--- src/rtl/dmareg_pkg.sv ---
package dmareg_pkg;
   localparam int WORD_W  = 32;
   localparam int HALF_W  = 16;
   localparam int NUM_CFG = 7;
   localparam int IX_CTRL = 7;
   localparam int IX_IRQ  = 8;

   // control word bit positions (software decodes these)
   localparam int CB_PAUSE   = 0;
   localparam int CB_ABORT   = 1;
   localparam int CB_WBACK   = 2;
   localparam int CB_START   = 3;
   localparam int CB_STOPM   = 4;
   localparam int CB_MODE_LO = 5;
   localparam int CB_INVD    = 8;
   localparam int CB_PDONE   = 9;
   localparam int CB_ADONE   = 10;
   localparam int CB_IDONE   = 12;
   localparam int CB_XFER_LO = 16;
   localparam int CB_BUSY    = 30;

   typedef enum logic [1:0] {
      DM_BLOCK = 2'd0,
      DM_LOCAL = 2'd1,
      DM_RING  = 2'd2,
      DM_RSVD  = 2'd3
   } dmode_e;

   localparam logic [2:0] XFER_RSVD = 3'd6;

   // interrupt event bit positions
   localparam int EV_ERR   = 0;
   localparam int EV_INVD  = 1;
   localparam int EV_DDONE = 2;
   localparam int EV_ADONE = 3;
   localparam int EV_PDONE = 4;
   localparam int EV_IDONE = 5;
   localparam int NUM_EV   = 6;
endpackage

--- src/rtl/dmareg_field.sv ---
module dmareg_field #(
   parameter int W = 32
) (
   input  logic         clk,
   input  logic         rst_n,
   input  logic         we_lo,
   input  logic         we_hi,
   input  logic [W-1:0] d,
   output logic [W-1:0] q
);
   import dmareg_pkg::*;

   if (W < 1 || W > WORD_W) begin : g_bad_width
      $error("dmareg_field: W must lie in 1..32");
   end

   for (genvar b = 0; b < W; b++) begin : g_bit
      if (b < HALF_W) begin : g_lo
         always_ff @(posedge clk or negedge rst_n) begin
            if (!rst_n)     q[b] <= 1'b0;
            else if (we_lo) q[b] <= d[b];
         end
      end else begin : g_hi
         always_ff @(posedge clk or negedge rst_n) begin
            if (!rst_n)     q[b] <= 1'b0;
            else if (we_hi) q[b] <= d[b];
         end
      end
   end

   if (W <= HALF_W) begin : g_no_hi
      logic unused_we_hi;
      assign unused_we_hi = we_hi;
   end
endmodule

--- src/rtl/dmareg_cfg.sv ---
module dmareg_cfg #(
   parameter int IDX_W  = 4,
   parameter int HI_W   = 16,
   parameter int CNT_W  = 12,
   parameter int SIZE_W = 27,
   parameter int PREF_W = 8,
   parameter int TOT_W  = 159
) (
   input  logic             clk,
   input  logic             rst_n,
   input  logic             we,
   input  logic [IDX_W-1:0] idx,
   input  logic [1:0]       hsel,
   input  logic [31:0]      wdata,
   output logic [31:0]      rd_data,
   output logic [TOT_W-1:0] cfg_flat
);
   import dmareg_pkg::*;

   function automatic int fw(input int i);
      case (i)
         1:       return HI_W;
         3:       return CNT_W;
         5:       return SIZE_W;
         6:       return PREF_W;
         default: return WORD_W;
      endcase
   endfunction

   function automatic int foff(input int i);
      int s = 0;
      for (int k = 0; k < i; k++) s += fw(k);
      return s;
   endfunction

   localparam int SUM_W = foff(NUM_CFG);

   if (SUM_W != TOT_W) begin : g_bad_total
      $error("dmareg_cfg: TOT_W does not match the field widths");
   end

   logic [31:0] ext [NUM_CFG];

   for (genvar g = 0; g < NUM_CFG; g++) begin : g_fld
      localparam int FW = fw(g);
      localparam int FO = foff(g);
      logic          sel;
      logic [FW-1:0] q;

      assign sel = we && (idx == IDX_W'(g));

      dmareg_field #(.W(FW)) u_fld (
         .clk   (clk),
         .rst_n (rst_n),
         .we_lo (sel && hsel[0]),
         .we_hi (sel && hsel[1]),
         .d     (wdata[FW-1:0]),
         .q     (q)
      );

      assign cfg_flat[FO +: FW] = q;
      assign ext[g]             = 32'(q);
   end

   always_comb begin
      rd_data = '0;
      for (int k = 0; k < NUM_CFG; k++) begin
         if (idx == IDX_W'(k)) rd_data = ext[k];
      end
   end
endmodule

--- src/rtl/dmareg_ctrl.sv ---
module dmareg_ctrl
   import dmareg_pkg::*;
(
   input  logic        clk,
   input  logic        rst_n,
   input  logic        wr_lo,
   input  logic        wr_hi,
   input  logic [15:0] lo_d,
   input  logic [2:0]  hi_d,
   input  logic        eng_busy,
   input  logic        ev_pause_done,
   input  logic        ev_abort_done,
   input  logic        ev_imm_done,
   input  logic        ev_inv_desc,
   output logic        start_pulse,
   output logic        pause_req,
   output logic        abort_req,
   output logic        wback_en,
   output logic        ring_stop,
   output dmode_e      desc_mode,
   output logic [2:0]  xfer_size,
   output logic [31:0] rd
);
   localparam int NUM_DONE = 4;
   localparam int DONE_POS [NUM_DONE] = '{CB_INVD, CB_PDONE, CB_ADONE, CB_IDONE};

   logic                start_wr;
   logic [NUM_DONE-1:0] done;
   logic [NUM_DONE-1:0] done_ev;

   assign start_wr = wr_lo && lo_d[CB_START] && !abort_req;
   assign done_ev  = {ev_imm_done, ev_abort_done, ev_pause_done, ev_inv_desc};

   always_ff @(posedge clk or negedge rst_n) begin
      if (!rst_n) start_pulse <= 1'b0;
      else        start_pulse <= start_wr;
   end

   always_ff @(posedge clk or negedge rst_n) begin
      if (!rst_n)                          pause_req <= 1'b0;
      else if (ev_pause_done)              pause_req <= 1'b0;
      else if (wr_lo && lo_d[CB_PAUSE])    pause_req <= 1'b1;
   end

   always_ff @(posedge clk or negedge rst_n) begin
      if (!rst_n)                          abort_req <= 1'b0;
      else if (ev_abort_done)              abort_req <= 1'b0;
      else if (wr_lo && lo_d[CB_ABORT])    abort_req <= 1'b1;
   end

   always_ff @(posedge clk or negedge rst_n) begin
      if (!rst_n) begin
         wback_en  <= 1'b0;
         ring_stop <= 1'b0;
         desc_mode <= DM_BLOCK;
      end else if (wr_lo) begin
         wback_en  <= lo_d[CB_WBACK];
         ring_stop <= lo_d[CB_STOPM];
         if (dmode_e'(lo_d[CB_MODE_LO +: 2]) != DM_RSVD)
            desc_mode <= dmode_e'(lo_d[CB_MODE_LO +: 2]);
      end
   end

   always_ff @(posedge clk or negedge rst_n) begin
      if (!rst_n)                          xfer_size <= 3'd0;
      else if (wr_hi && hi_d != XFER_RSVD) xfer_size <= hi_d;
   end

   for (genvar i = 0; i < NUM_DONE; i++) begin : g_done
      always_ff @(posedge clk or negedge rst_n) begin
         if (!rst_n) done[i] <= 1'b1;
         else        done[i] <= (done[i] & ~(wr_lo & lo_d[DONE_POS[i]])) | done_ev[i];
      end

      // a pending event is never lost to a simultaneous clear
      assert_done_event_wins_R6: assert property (@(posedge clk) disable iff (!rst_n)
         done_ev[i] |=> done[i]);
   end

   always_comb begin
      rd                      = '0;
      rd[CB_PAUSE]            = pause_req;
      rd[CB_ABORT]            = abort_req;
      rd[CB_WBACK]            = wback_en;
      rd[CB_STOPM]            = ring_stop;
      rd[CB_MODE_LO +: 2]     = desc_mode;
      rd[CB_XFER_LO +: 3]     = xfer_size;
      rd[CB_BUSY]             = eng_busy;
      for (int k = 0; k < NUM_DONE; k++) rd[DONE_POS[k]] = done[k];
   end

   logic unused_lo;
   assign unused_lo = ^{lo_d[7], lo_d[11], lo_d[15:13]};

   assert_start_single_R3: assert property (@(posedge clk) disable iff (!rst_n)
      start_pulse |-> $past(start_wr));

   assert_start_blocked_R3: assert property (@(posedge clk) disable iff (!rst_n)
      (abort_req && wr_lo && lo_d[CB_START]) |=> !start_pulse);

   assert_pause_held_R4: assert property (@(posedge clk) disable iff (!rst_n)
      (pause_req && !ev_pause_done) |=> pause_req);

   assert_pause_ack_R4: assert property (@(posedge clk) disable iff (!rst_n)
      ev_pause_done |=> (!pause_req && done[1]));

   assert_abort_held_R5: assert property (@(posedge clk) disable iff (!rst_n)
      (abort_req && !ev_abort_done) |=> abort_req);

   assert_abort_ack_R5: assert property (@(posedge clk) disable iff (!rst_n)
      ev_abort_done |=> (!abort_req && done[2]));

   assert_mode_legal_R7: assert property (@(posedge clk) disable iff (!rst_n)
      desc_mode != DM_RSVD);

   assert_xfer_legal_R8: assert property (@(posedge clk) disable iff (!rst_n)
      xfer_size != XFER_RSVD);
endmodule

--- src/rtl/dmareg_irq.sv ---
module dmareg_irq
   import dmareg_pkg::*;
(
   input  logic              clk,
   input  logic              rst_n,
   input  logic              wr_lo,
   input  logic              wr_hi,
   input  logic [NUM_EV-1:0] en_d,
   input  logic [NUM_EV-1:0] clr_d,
   input  logic [NUM_EV-1:0] ev,
   output logic              irq,
   output logic [31:0]       rd
);
   localparam logic [NUM_EV-1:0] EN_IMPL  = 6'b111011;
   localparam logic [NUM_EV-1:0] EN_FORCE = 6'b000100;

   logic [NUM_EV-1:0] en;
   logic [NUM_EV-1:0] status;

   always_ff @(posedge clk or negedge rst_n) begin
      if (!rst_n)     en <= '0;
      else if (wr_lo) en <= en_d & EN_IMPL;
   end

   for (genvar i = 0; i < NUM_EV; i++) begin : g_stat
      always_ff @(posedge clk or negedge rst_n) begin
         if (!rst_n) status[i] <= 1'b0;
         else        status[i] <= (status[i] & ~(wr_hi & clr_d[i])) | ev[i];
      end

      assert_status_sticky_R10: assert property (@(posedge clk) disable iff (!rst_n)
         (status[i] && !(wr_hi && clr_d[i])) |=> status[i]);
   end

   assign irq = |(status & (en | EN_FORCE));
   assign rd  = {10'd0, status, 10'd0, en};

   assert_desc_done_irq_R11: assert property (@(posedge clk) disable iff (!rst_n)
      ev[EV_DDONE] |=> irq);
endmodule

--- src/rtl/dma_chan_regs.sv ---
module dma_chan_regs #(
   parameter int ADDR_W = 4,
   parameter int HI_W   = 16,
   parameter int CNT_W  = 12,
   parameter int SIZE_W = 27,
   parameter int PREF_W = 8
) (
   input  logic              clk,
   input  logic              rst_n,
   input  logic              reg_we,
   input  logic [ADDR_W-1:0] reg_addr,
   input  logic [1:0]        reg_hsel,
   input  logic [31:0]       reg_wdata,
   output logic [31:0]       reg_rdata,
   input  logic              eng_busy,
   input  logic              eng_pause_done,
   input  logic              eng_imm_pause_done,
   input  logic              eng_abort_done,
   input  logic              eng_invalid_desc,
   input  logic              eng_error,
   input  logic              eng_desc_done,
   output logic              eng_start,
   output logic              eng_pause_req,
   output logic              eng_abort_req,
   output logic [HI_W+31:0]  cfg_ring_base,
   output logic [31:0]       cfg_next_addr,
   output logic [CNT_W-1:0]  cfg_ring_count,
   output logic [31:0]       cfg_last_addr,
   output logic [SIZE_W-1:0] cfg_last_size,
   output logic [PREF_W-1:0] cfg_pref_limit,
   output logic              cfg_wback_en,
   output logic              cfg_ring_stop,
   output logic [1:0]        cfg_desc_mode,
   output logic [2:0]        cfg_xfer_size,
   output logic              irq
);
   import dmareg_pkg::*;

   localparam int O_HI   = WORD_W;
   localparam int O_NEXT = O_HI + HI_W;
   localparam int O_CNT  = O_NEXT + WORD_W;
   localparam int O_LAST = O_CNT + CNT_W;
   localparam int O_SIZE = O_LAST + WORD_W;
   localparam int O_PREF = O_SIZE + SIZE_W;
   localparam int TOT_W  = O_PREF + PREF_W;

   if ((1 << ADDR_W) <= IX_IRQ) begin : g_bad_addr
      $error("dma_chan_regs: ADDR_W too small for the register map");
   end

   logic [TOT_W-1:0] cfg_flat;
   logic [31:0]      cfg_rd, ctrl_rd, irq_rd;
   logic             hit_ctrl, hit_irq;
   dmode_e           mode_q;
   logic [NUM_EV-1:0] ev;

   assign hit_ctrl = (reg_addr == ADDR_W'(IX_CTRL));
   assign hit_irq  = (reg_addr == ADDR_W'(IX_IRQ));

   dmareg_cfg #(
      .IDX_W (ADDR_W), .HI_W (HI_W), .CNT_W (CNT_W),
      .SIZE_W(SIZE_W), .PREF_W(PREF_W), .TOT_W (TOT_W)
   ) u_cfg (
      .clk      (clk),
      .rst_n    (rst_n),
      .we       (reg_we),
      .idx      (reg_addr),
      .hsel     (reg_hsel),
      .wdata    (reg_wdata),
      .rd_data  (cfg_rd),
      .cfg_flat (cfg_flat)
   );

   dmareg_ctrl u_ctrl (
      .clk           (clk),
      .rst_n         (rst_n),
      .wr_lo         (reg_we && hit_ctrl && reg_hsel[0]),
      .wr_hi         (reg_we && hit_ctrl && reg_hsel[1]),
      .lo_d          (reg_wdata[15:0]),
      .hi_d          (reg_wdata[CB_XFER_LO +: 3]),
      .eng_busy      (eng_busy),
      .ev_pause_done (eng_pause_done),
      .ev_abort_done (eng_abort_done),
      .ev_imm_done   (eng_imm_pause_done),
      .ev_inv_desc   (eng_invalid_desc),
      .start_pulse   (eng_start),
      .pause_req     (eng_pause_req),
      .abort_req     (eng_abort_req),
      .wback_en      (cfg_wback_en),
      .ring_stop     (cfg_ring_stop),
      .desc_mode     (mode_q),
      .xfer_size     (cfg_xfer_size),
      .rd            (ctrl_rd)
   );

   always_comb begin
      ev            = '0;
      ev[EV_ERR]    = eng_error;
      ev[EV_INVD]   = eng_invalid_desc;
      ev[EV_DDONE]  = eng_desc_done;
      ev[EV_ADONE]  = eng_abort_done;
      ev[EV_PDONE]  = eng_pause_done;
      ev[EV_IDONE]  = eng_imm_pause_done;
   end

   dmareg_irq u_irq (
      .clk   (clk),
      .rst_n (rst_n),
      .wr_lo (reg_we && hit_irq && reg_hsel[0]),
      .wr_hi (reg_we && hit_irq && reg_hsel[1]),
      .en_d  (reg_wdata[NUM_EV-1:0]),
      .clr_d (reg_wdata[HALF_W +: NUM_EV]),
      .ev    (ev),
      .irq   (irq),
      .rd    (irq_rd)
   );

   assign cfg_desc_mode  = mode_q;
   assign cfg_ring_base  = {cfg_flat[O_HI +: HI_W], cfg_flat[0 +: WORD_W]};
   assign cfg_next_addr  = cfg_flat[O_NEXT +: WORD_W];
   assign cfg_ring_count = cfg_flat[O_CNT +: CNT_W];
   assign cfg_last_addr  = cfg_flat[O_LAST +: WORD_W];
   assign cfg_last_size  = cfg_flat[O_SIZE +: SIZE_W];
   assign cfg_pref_limit = cfg_flat[O_PREF +: PREF_W];

   always_comb begin
      if (hit_ctrl)     reg_rdata = ctrl_rd;
      else if (hit_irq) reg_rdata = irq_rd;
      else              reg_rdata = cfg_rd;
   end

   assert_reset_quiet_R1: assert property (@(posedge clk)
      !rst_n |=> (!eng_start && !eng_pause_req && !eng_abort_req));
endmodule

--- config.mk ---
export PLATFORM = sky130hd
export DESIGN_NAME = dma_chan_regs
export DESIGN_NICKNAME = d
export VERILOG_FILES = /design/src/rtl/dmareg_pkg.sv /design/src/rtl/dmareg_field.sv /design/src/rtl/dmareg_cfg.sv /design/src/rtl/dmareg_ctrl.sv /design/src/rtl/dmareg_irq.sv /design/src/rtl/dma_chan_regs.sv
export SDC_FILE = /design/constraint.sdc
export NUM_CORES = 1
export LEC_CHECK = 0
export CAP_MARGIN = 5
export CORE_UTILIZATION = 53
export DETAILED_ROUTE_END_ITERATION = 6
export DONT_BUFFER_PORTS = 1
export PLACE_DENSITY = 0.68
export SYNTH_ARGS = -nofsm -noshare
export SYNTH_HDL_FRONTEND = slang
export SYNTH_SLANG_ARGS = --single-unit
--- constraint.sdc ---
create_clock -name clk -period 2 [get_ports clk]
set_input_delay 0.1 -clock clk [delete_from_list [all_inputs] [get_ports clk]]
set_output_delay 0.1 -clock clk [all_outputs]
set_load 0.01 [all_outputs]
Yosys cells after proc, flatten, opt, wreduce, memory -nomap -nowiden
Cells that the tools add are included.
- bits of input ports: 48
- word-level logic and storage cells: 276
- register bits after elaboration: 184
- output and inout port bits: 202
- bitwise gates (word level): 41
- muxes and demuxes: 13
- equality and inequality tests: 10
- reductions and logical operators: 35
- operator list (kind ; count):
    32-bit 2-to-1 mux ; 9
    1-bit logical AND ; 29
    1-bit AND ; 20
    4-bit by 3-bit == test with 1-bit output (second input constant) ; 4
    1-bit inverter ; 10
    1-bit OR ; 10
    4-bit by 2-bit == test with 1-bit output (second input constant) ; 2
    6-bit AND ; 1
    6-bit OR reduction ; 1
    4-bit by 1-bit == test with 1-bit output (second input constant) ; 1
    4-bit == test (second input constant) ; 1
    4-bit logical NOT ; 1
    1-bit 2-to-1 mux ; 4
    2-bit nonzero test ; 2
    3-bit inequality test (second input constant) ; 1
    2-bit inequality test (second input constant) ; 1
    2-bit AND reduction ; 1
    1-bit logical NOT ; 1

Longest topological paths before layout
Gate-level depths: netlist of run 1.
- word-level depth: 10
- gate-level depth with buffers: 8
- depth with buffers taken out: 4

By module
A second synthesis of run 1 with hierarchy kept.
- cells, all modules: 862
- area, all modules: 10074.7 um^2
- by module, submodules not included (module ; area an instance (um^2) ; cells each ; instances):
    dmareg_field at u_cfg.g_fld[0].u_fld ... ; 1298.7 ; 68 ; 3
    dmareg_cfg ; 1534.0 ; 282 ; 1
    dmareg_field at u_cfg.g_fld[5].u_fld ; 1056.0 ; 57 ; 1
    dmareg_ctrl ; 778.2 ; 74 ; 1
    dma_chan_regs ; 759.5 ; 115 ; 1
    dmareg_field at u_cfg.g_fld[1].u_fld ; 649.4 ; 34 ; 1
    dmareg_irq ; 585.6 ; 54 ; 1
    dmareg_field at u_cfg.g_fld[3].u_fld ; 484.2 ; 25 ; 1
    dmareg_field at u_cfg.g_fld[6].u_fld ; 331.6 ; 17 ; 1

Least setup slack after synthesis of run 1
OpenSTA, ideal clock, no wires.
- path kind: input port to output port
- start: in reg_addr[0]
- end: out reg_rdata[5]
- path buffers: 3
- stages: 6
- arrival: 1.461 ns
- slack: 0.439 ns
- required time: 1.900 ns
- cells stage by stage: buf_2 > buf_2 > buf_4 > mux2_2 > a222oi_1 > o21ai_0
- word-level cells in the longest chain between the ends: 10
- RTL lines (element ; RTL line ; source):
    start, declared ; dma_chan_regs.sv:11 ; input logic [ADDR_W-1:0] reg_addr,
    4-bit logical NOT ; dmareg_cfg.sv:68 ; if (idx == IDX_W'(k)) rd_data = ext[k];
    32-bit 2-to-1 mux (7 in a row) ; dmareg_cfg.sv:68 ;
    32-bit 2-to-1 mux ; dma_chan_regs.sv:128 ; else if (hit_irq) reg_rdata = irq_rd;
    32-bit 2-to-1 mux * ; dma_chan_regs.sv:127 ; if (hit_ctrl) reg_rdata = ctrl_rd;
    end, declared ; dma_chan_regs.sv:14 ; output logic [31:0] reg_rdata,
Mark *: on every way between the ends. The rest lies on a longest branch, timed or not.

Worst setup path after layout of run 1
- start: reg u_cfg.g_fld[2].u_fld.q[4]
- end: out reg_rdata[4]
- word-level cells in the longest chain between the ends: 7
- RTL lines (element ; RTL line ; source):
    start, declared ; dmareg_field.sv:9 ; output logic [W-1:0] q
    start signal, assigned by index ; dmareg_field.sv:21 ; else if (we_lo) q[b] <= d[b];
    32-bit 2-to-1 mux (5 in a row) ; dmareg_cfg.sv:68 ;
    32-bit 2-to-1 mux ; dma_chan_regs.sv:128 ;
    32-bit 2-to-1 mux ; dma_chan_regs.sv:127 ;
No other way between the ends.

==> results.py, run 1 <==
metrics = {
    "outcome": {
        "status": "complete, but fails checks",
        "violations": "negative hold slack",
    },
    "timing": {
        "finalSetupViolCount": 0,
        "hold_slack_ps": -639,
        "fin_crit_sh": 0.981,
        "layout_min_cycle_time_ps": 1960,
        "hold_viol_final": 184,
        "finalSetupTns_ps": 0,
        "relSlewSlack": 0.569,
        "fin_ws_ps": 38.4,
        "finClkSkew_ps": 0.0259,
        "fmax_mhz": 510,
        "grt_setup_unrepaired": "true",
        "drv_slew": 0,
        "worstMarginPinSlew_ps": 646,
    },
    "floorplan": {
        "core_mm2": 0.0159,
        "start_util": 0.542,
        "rows": 46,
        "die-width_um": 129,
        "pin_count": 250,
        "dieArea_mm2": 0.0168,
        "fp.dieH_um": 129,
    },
    "global_route": {
        "track_usage": 0.312,
        "grt_pass1_vias": 6206,
        "antenna_found_initial": 1,
        "grt_max_degree": 185,
        "grt_pass1_wl_um": 38100,
        "overflow": 0,
    },
    "critical_path": {
        "critPathBufInv": 1,
        "critPathArrivalTime_ps": 1860,
        "cp-start-kind": "flop",
        "path_delay_family": "multiplexers",
        "timing.rr.start": "u_ctrl.pause_req$_DFFE_PN0P_",
        "path_cells": "mux4_2, a222oi_1, o21ai_1, buf_4",
        "critPathRequiredTime_ps": 1900,
        "r2r_slack_ps": 640,
        "cpMaxStageDelayCell": "mux4_2",
        "critPathKind": "reg2out",
        "r2r_cells": 3,
        "r2r-end": "u_ctrl.pause_req$_DFFE_PN0P_",
        "max_stage_delay_ps": 460,
        "end_kind": "primary output",
        "critPathMaxFanout": 3,
        "startpoint": "u_cfg.g_fld[2].u_fld.q[4]$_DFFE_PN0P_",
    },
    "placed_design": {
        "gp_congestion": 0.804,
        "dp.cells": 872,
        "hpwl_um": 17100,
        "port_buffers": 0,
        "dp_slack_ps": 339,
    },
    "clocking": {
        "numCtsBuffers": 17,
        "cts_max_level": 4,
        "insertion_delay_ps": 430,
        "postCtsHoldBufs": 44,
        "cts_sinks": 184,
        "cts_tree": "yes",
        "clk_pin_slew_ps": 70,
        "cts.path.max_buffers": 2,
        "clock-root-buffer": "clkbuf_16",
        "post_cts_buffers": 0,
    },
    "synth": {
        "synth_top_family_by_area": "multiplexers",
        "synth_edf_count": 0,
        "syn_area_per_cell_um2": 12.7,
        "synthXorXnorAreaFrac": 0,
        "synth-compound-area-share": 0.105,
        "ys_types": 60,
        "netlist_area_mm2": 0.00861,
        "synth.top_cell.area_share": 0.523,
        "synthSimpleGateAreaFrac": 0.0741,
        "synthAdderAreaFrac": 0,
        "synth_area_leader_cell": "dfrtp_1",
        "synthArstFlopShare": 1.00,
        "ys_seq_area_frac": 0.536,
        "synth_nets": 728,
        "synth.area.top_cells": "dfrtp_1 52%, mux2_2 21%, mux2i_1 3.1%",
        "synth_cells": 680,
        "ys.flop_type": "dfrtp_1",
        "yosysWarnings": 0,
        "muxShareOfSynthArea": 0.253,
        "synth_seq_cells": 184,
    },
    "routing": {
        "initialDrtViolationCount": 488,
        "routed_wl_um": 25600,
        "dr_total_vias": 6118,
        "first_pass_iters": 6,
        "routedWlPerCell_um": 26.9,
        "vias_per_cell": 6.45,
        "ant_nets": 0,
        "drc_errors": 0,
    },
    "final_layout": {
        "seq_area_mm2": 0.00461,
        "multi_input_area_mm2": 0.00372,
        "fill_cells": 1290,
        "nNetsFinal": 767,
        "syn2layout_area_growth_pct": 15.1,
        "fin_cells": 949,
        "final_common_cell": "dfrtp_1",
        "drive_gt1_frac": 0.333,
        "final_cell_mix": "179 x dfrtp_1, 164 x mux2_2, 47 x nand2_1",
    },
    "run": {
        "maxCapViolCount": 0,
    },
    "power": {
        "power.density_mw_per_mm2": 1040,
        "power.leakage_nw": 4.37,
        "peakVddDrop_v": 0.000575,
        "power_mw": 10.3,
    },
    "worst_hold_path": {
        "holdCritPathClass": "in2async",
    },
}
==> cell type report <==
| class | count | area share |
|---|---|---|
| clock buffer | 18 | 0.0433 |
| inverter | 5 | 0.00189 |
| timing repair buffer | 67 | 0.0669 |
| multi-input combinational | 444 | 0.375 |
| antenna | 1 | 0.000253 |
| clock inverter | 14 | 0.0197 |
| tap | 216 | 0.0273 |
| sequential | 184 | 0.465 |
==> per-stage QoR <==
step / instance area (µm²) / util
floorplan: 8610 / -
global placement: 8840 / 0.557
detailed placement: 8840 / 0.557
CTS: 9910 / 0.624
global route: 9910 / 0.624
finish: 9910 / 0.624
==> report_power, final <==
part / switching (mW) / total [mW] / internal, mW
Combinational: 0.522 / 1.27 / 0.744
Clock: 1.48 / 3.59 / 2.11
Sequential: 1.05 / 5.45 / 4.40
==> cell usage after synthesis, types with 5 or more instances <==
cell,instances
a21oi_1,22
mux2_2,164
o22ai_1,8
clkbuf_1,9
a22oi_1,22
buf_2,22
o21ai_0,21
mux2i_1,27
dfrtp_1,180
nand2_1,47
a32oi_1,5
nor2_1,28
o21a_1,6
a21o_1,11
o221ai_1,8
buf_4,9
==> registers in the layout, indices dropped and copies added (netlist names) <==
register,count
u_ctrl.wback_en,1
u_ctrl.desc_mode,2
u_ctrl.pause_req,1
u_ctrl.start_pulse,1
u_ctrl.abort_req,1
u_ctrl.xfer_size,3
u_ctrl.rd,4
u_cfg.g_fld.u_fld.q,159
u_irq.en,5
u_ctrl.ring_stop,1
u_irq.rd,6
==> routing by layer <==
metal / part of all wire / global-route usage / vias up
met5: 0 / 0 / -
met3: 0.097 / 0.102 / 53
met1: 0.40 / 0.409 / 3169
met2: 0.47 / 0.480 / 310
li1: - / - / 2586
met4: 0.032 / 0.127 / 0
==> what timing repair did <==
item,CTS,global route
gates resized for setup,1,3
setup endpoints to repair,1,3
hold endpoints to repair,368,184
pin swaps,0,0
==> cell families after synthesis <==
logic type,Yosys count
AOI/OAI and AO/OA,130
buffers and inverters,52
DFF,184
muxes,194
and+or+nand+nor,120
==> worst max path at each step <==
stage,end,slack (ps),cells after the start
after global placement,reg_rdata[0],360,4
final,reg_rdata[4],40,4
after CTS,reg_rdata[4],0.4,4
after global routing,reg_rdata[4],-30,4
after detailed placement,reg_rdata[0],340,4
after floorplan,reg_rdata[5],440,6
Note: power is estimated with default switching activity, not from simulation.
==> run 2: changes to the inputs <==
--- a/config.mk
+++ b/config.mk
@@ -6,10 +6,9 @@
 export NUM_CORES = 1
 export LEC_CHECK = 0
 export CAP_MARGIN = 5
-export CORE_UTILIZATION = 53
+export CORE_UTILIZATION = 45
 export DETAILED_ROUTE_END_ITERATION = 6
 export DONT_BUFFER_PORTS = 1
-export PLACE_DENSITY = 0.68
 export SYNTH_ARGS = -nofsm -noshare
 export SYNTH_HDL_FRONTEND = slang
 export SYNTH_SLANG_ARGS = --single-unit
==> run 2 against run 1 <==
  * Clock-buffer cell count grew 2
  * Utilization fell by 9.3 points
  * Global-route usage down 3.2 points
  * Setup slack got worse by 50 ps
  * Clock skew increased by 2.3 ps
  * Combinational power about the same
  * Fmax fell by 2.5%
  * Wire length up 4.2%
  * Critical path depth is the same
  * The run ends with negative hold slack, negative setup slack left
  * Flip-flop and latch count stayed put
==> results.py, run 2 (synthesis results as in run 1) <==
metrics = {
    "outcome": {
        "status": "complete, but fails checks",
        "violations": "negative hold slack, negative setup slack",
    },
    "timing": {
        "finalSetupTns_ps": -11.6,
        "worstMarginPinSlew_ps": 561,
        "drv_slew": 0,
        "layout_min_cycle_time_ps": 2010,
        "grt_setup_unrepaired": "true",
        "hold_viol_final": 184,
        "hold_slack_ps": -647,
        "fin_ws_ps": -11.6,
        "fmax_mhz": 497,
        "relSlewSlack": 0.625,
        "fin_crit_sh": 1.01,
        "finClkSkew_ps": 2.36,
        "finalSetupViolCount": 1,
    },
    "global_route": {
        "grt_max_degree": 185,
        "grt_pass1_wl_um": 40600,
        "overflow": 0,
        "grt_pass1_vias": 6422,
        "track_usage": 0.280,
        "antenna_found_initial": 1,
    },
    "final_layout": {
        "final_common_cell": "dfrtp_1",
        "final_cell_mix": "180 x dfrtp_1, 164 x mux2_2, 47 x nand2_1",
        "fill_cells": 1585,
        "top_register": "u_cfg.g_fld.u_fld.q",
        "largest_reg_flops": 159,
        "nNetsFinal": 771,
        "syn2layout_area_growth_pct": 15.4,
        "drive_gt1_frac": 0.338,
        "fin_cells": 971,
    },
    "clocking": {
        "cts.path.max_buffers": 2,
        "clock-root-buffer": "clkbuf_16",
        "post_cts_buffers": 0,
        "insertion_delay_ps": 440,
        "cts_tree": "yes",
        "clk_pin_slew_ps": 70,
        "numCtsBuffers": 17,
        "cts_sinks": 184,
        "postCtsHoldBufs": 44,
        "cts_max_level": 4,
    },
    "routing": {
        "dr_total_vias": 6102,
        "drc_errors": 0,
        "first_pass_iters": 5,
        "routed_wl_um": 26700,
        "vias_per_cell": 6.28,
        "routedWlPerCell_um": 27.5,
        "ant_nets": 0,
        "initialDrtViolationCount": 426,
    },
    "worst_hold_path": {
        "holdCritPathClass": "in2async",
    },
    "critical_path": {
        "critPathKind": "reg2out",
        "critPathArrivalTime_ps": 1910,
        "r2r_cells": 3,
        "critPathRequiredTime_ps": 1900,
        "critPathMaxFanout": 3,
        "end_kind": "primary output",
        "cp-start-kind": "flop",
    },
    "power": {
        "sequentialPowerShare": 0.528,
        "peakVddDrop_v": 0.000631,
        "power.leakage_nw": 4.38,
        "power.internal_mw": 7.23,
        "power.net_switching_mw": 3.07,
        "power_mw": 10.3,
        "combinationalPowerShare": 0.124,
        "clkPwrFrac": 0.348,
        "swShare": 0.298,
        "power.density_mw_per_mm2": 1040,
    },
    "placed_design": {
        "dp_slack_ps": 402,
        "gp_congestion": 0.806,
        "hpwl_um": 17700,
        "port_buffers": 0,
        "dp.cells": 894,
    },
    "floorplan": {
        "start_util": 0.460,
        "pin_count": 250,
        "core_mm2": 0.0187,
        "rows": 50,
        "dieArea_mm2": 0.0197,
        "die-width_um": 140,
        "fp.dieH_um": 140,
    },
    "run": {
        "maxCapViolCount": 0,
    },
}
==> run 2: power by group through the flow <==
stage	sequential [mW]	combinational, mW	clock [mW]
CTS	5.44	1.28	3.65
finish	5.44	1.28	3.59
global placement	5.48	1.11	0
floorplan	5.21	1.04	0
detailed placement	5.51	1.16	0
global route	5.54	1.39	3.79
==> run 2: critical path, cell delays in order, from the launching register on <==
cell,delay [ps]
dfrtp_1,430
mux4_2,510
a222oi_1,220
o21ai_1,140
buf_4,160
==> run 2: layout make-up <==
type	instances	area (µm²)	area share
Inverter	5	18.8	0.00189
Tap cell	234	293	0.0295
Timing Repair Buffer	71	656	0.0660
Multi-Input combinational cell	444	3730	0.375
Clock buffer	20	467	0.0470
Clock inverter	12	160	0.0161
Antenna cell	1	2.50	0.000252
Sequential cell	184	4610	0.464
==> run 2: stage by stage <==
step / instance area (µm²) / util
3_5_place_dp: 8860 / 0.473
2_1_floorplan: 8610 / -
5_1_grt: 9930 / 0.531
3_3_place_gp: 8860 / 0.473
6_report: 9930 / 0.531
4_1_cts: 9920 / 0.531
==> run 2: final timing paths <==
path | start | endpoint | slack (ps)
max | u_cfg.g_fld[3].u_fld.q[4]$_DFFE_PN0P_ | reg_rdata[4] | -10
min | rst_n | u_cfg.g_fld[2].u_fld.q[3]$_DFFE_PN0P_ | -650
max reg2reg | u_ctrl.abort_req$_DFFE_PN0P_ | u_ctrl.abort_req$_DFFE_PN0P_ | 650
min reg2reg | u_ctrl.rd[12]$_DFF_PN1_ | u_ctrl.rd[12]$_DFF_PN1_ | 510
max in group asynchronous | rst_n | u_cfg.g_fld[2].u_fld.q[12]$_DFFE_PN0P_ | 2170
min in group clk | reg_addr[3] | u_cfg.g_fld[0].u_fld.q[4]$_DFFE_PN0P_ | 110
==> run 2: timing repair <==
item	in CTS	in global routing
gates resized for setup	2	2
setup endpoints to repair	2	4
pin swaps	0	0
cloned	0	0
endpoints found under the hold margin	368	184
==> run 2: metal layers <==
layer	vias up	global-route usage	share of wire
met5	-	0	0
met2	275	0.443	0.48
met4	0	0.109	0.029
met3	54	0.106	0.092
li1	2580	-	-
met1	3193	0.346	0.40
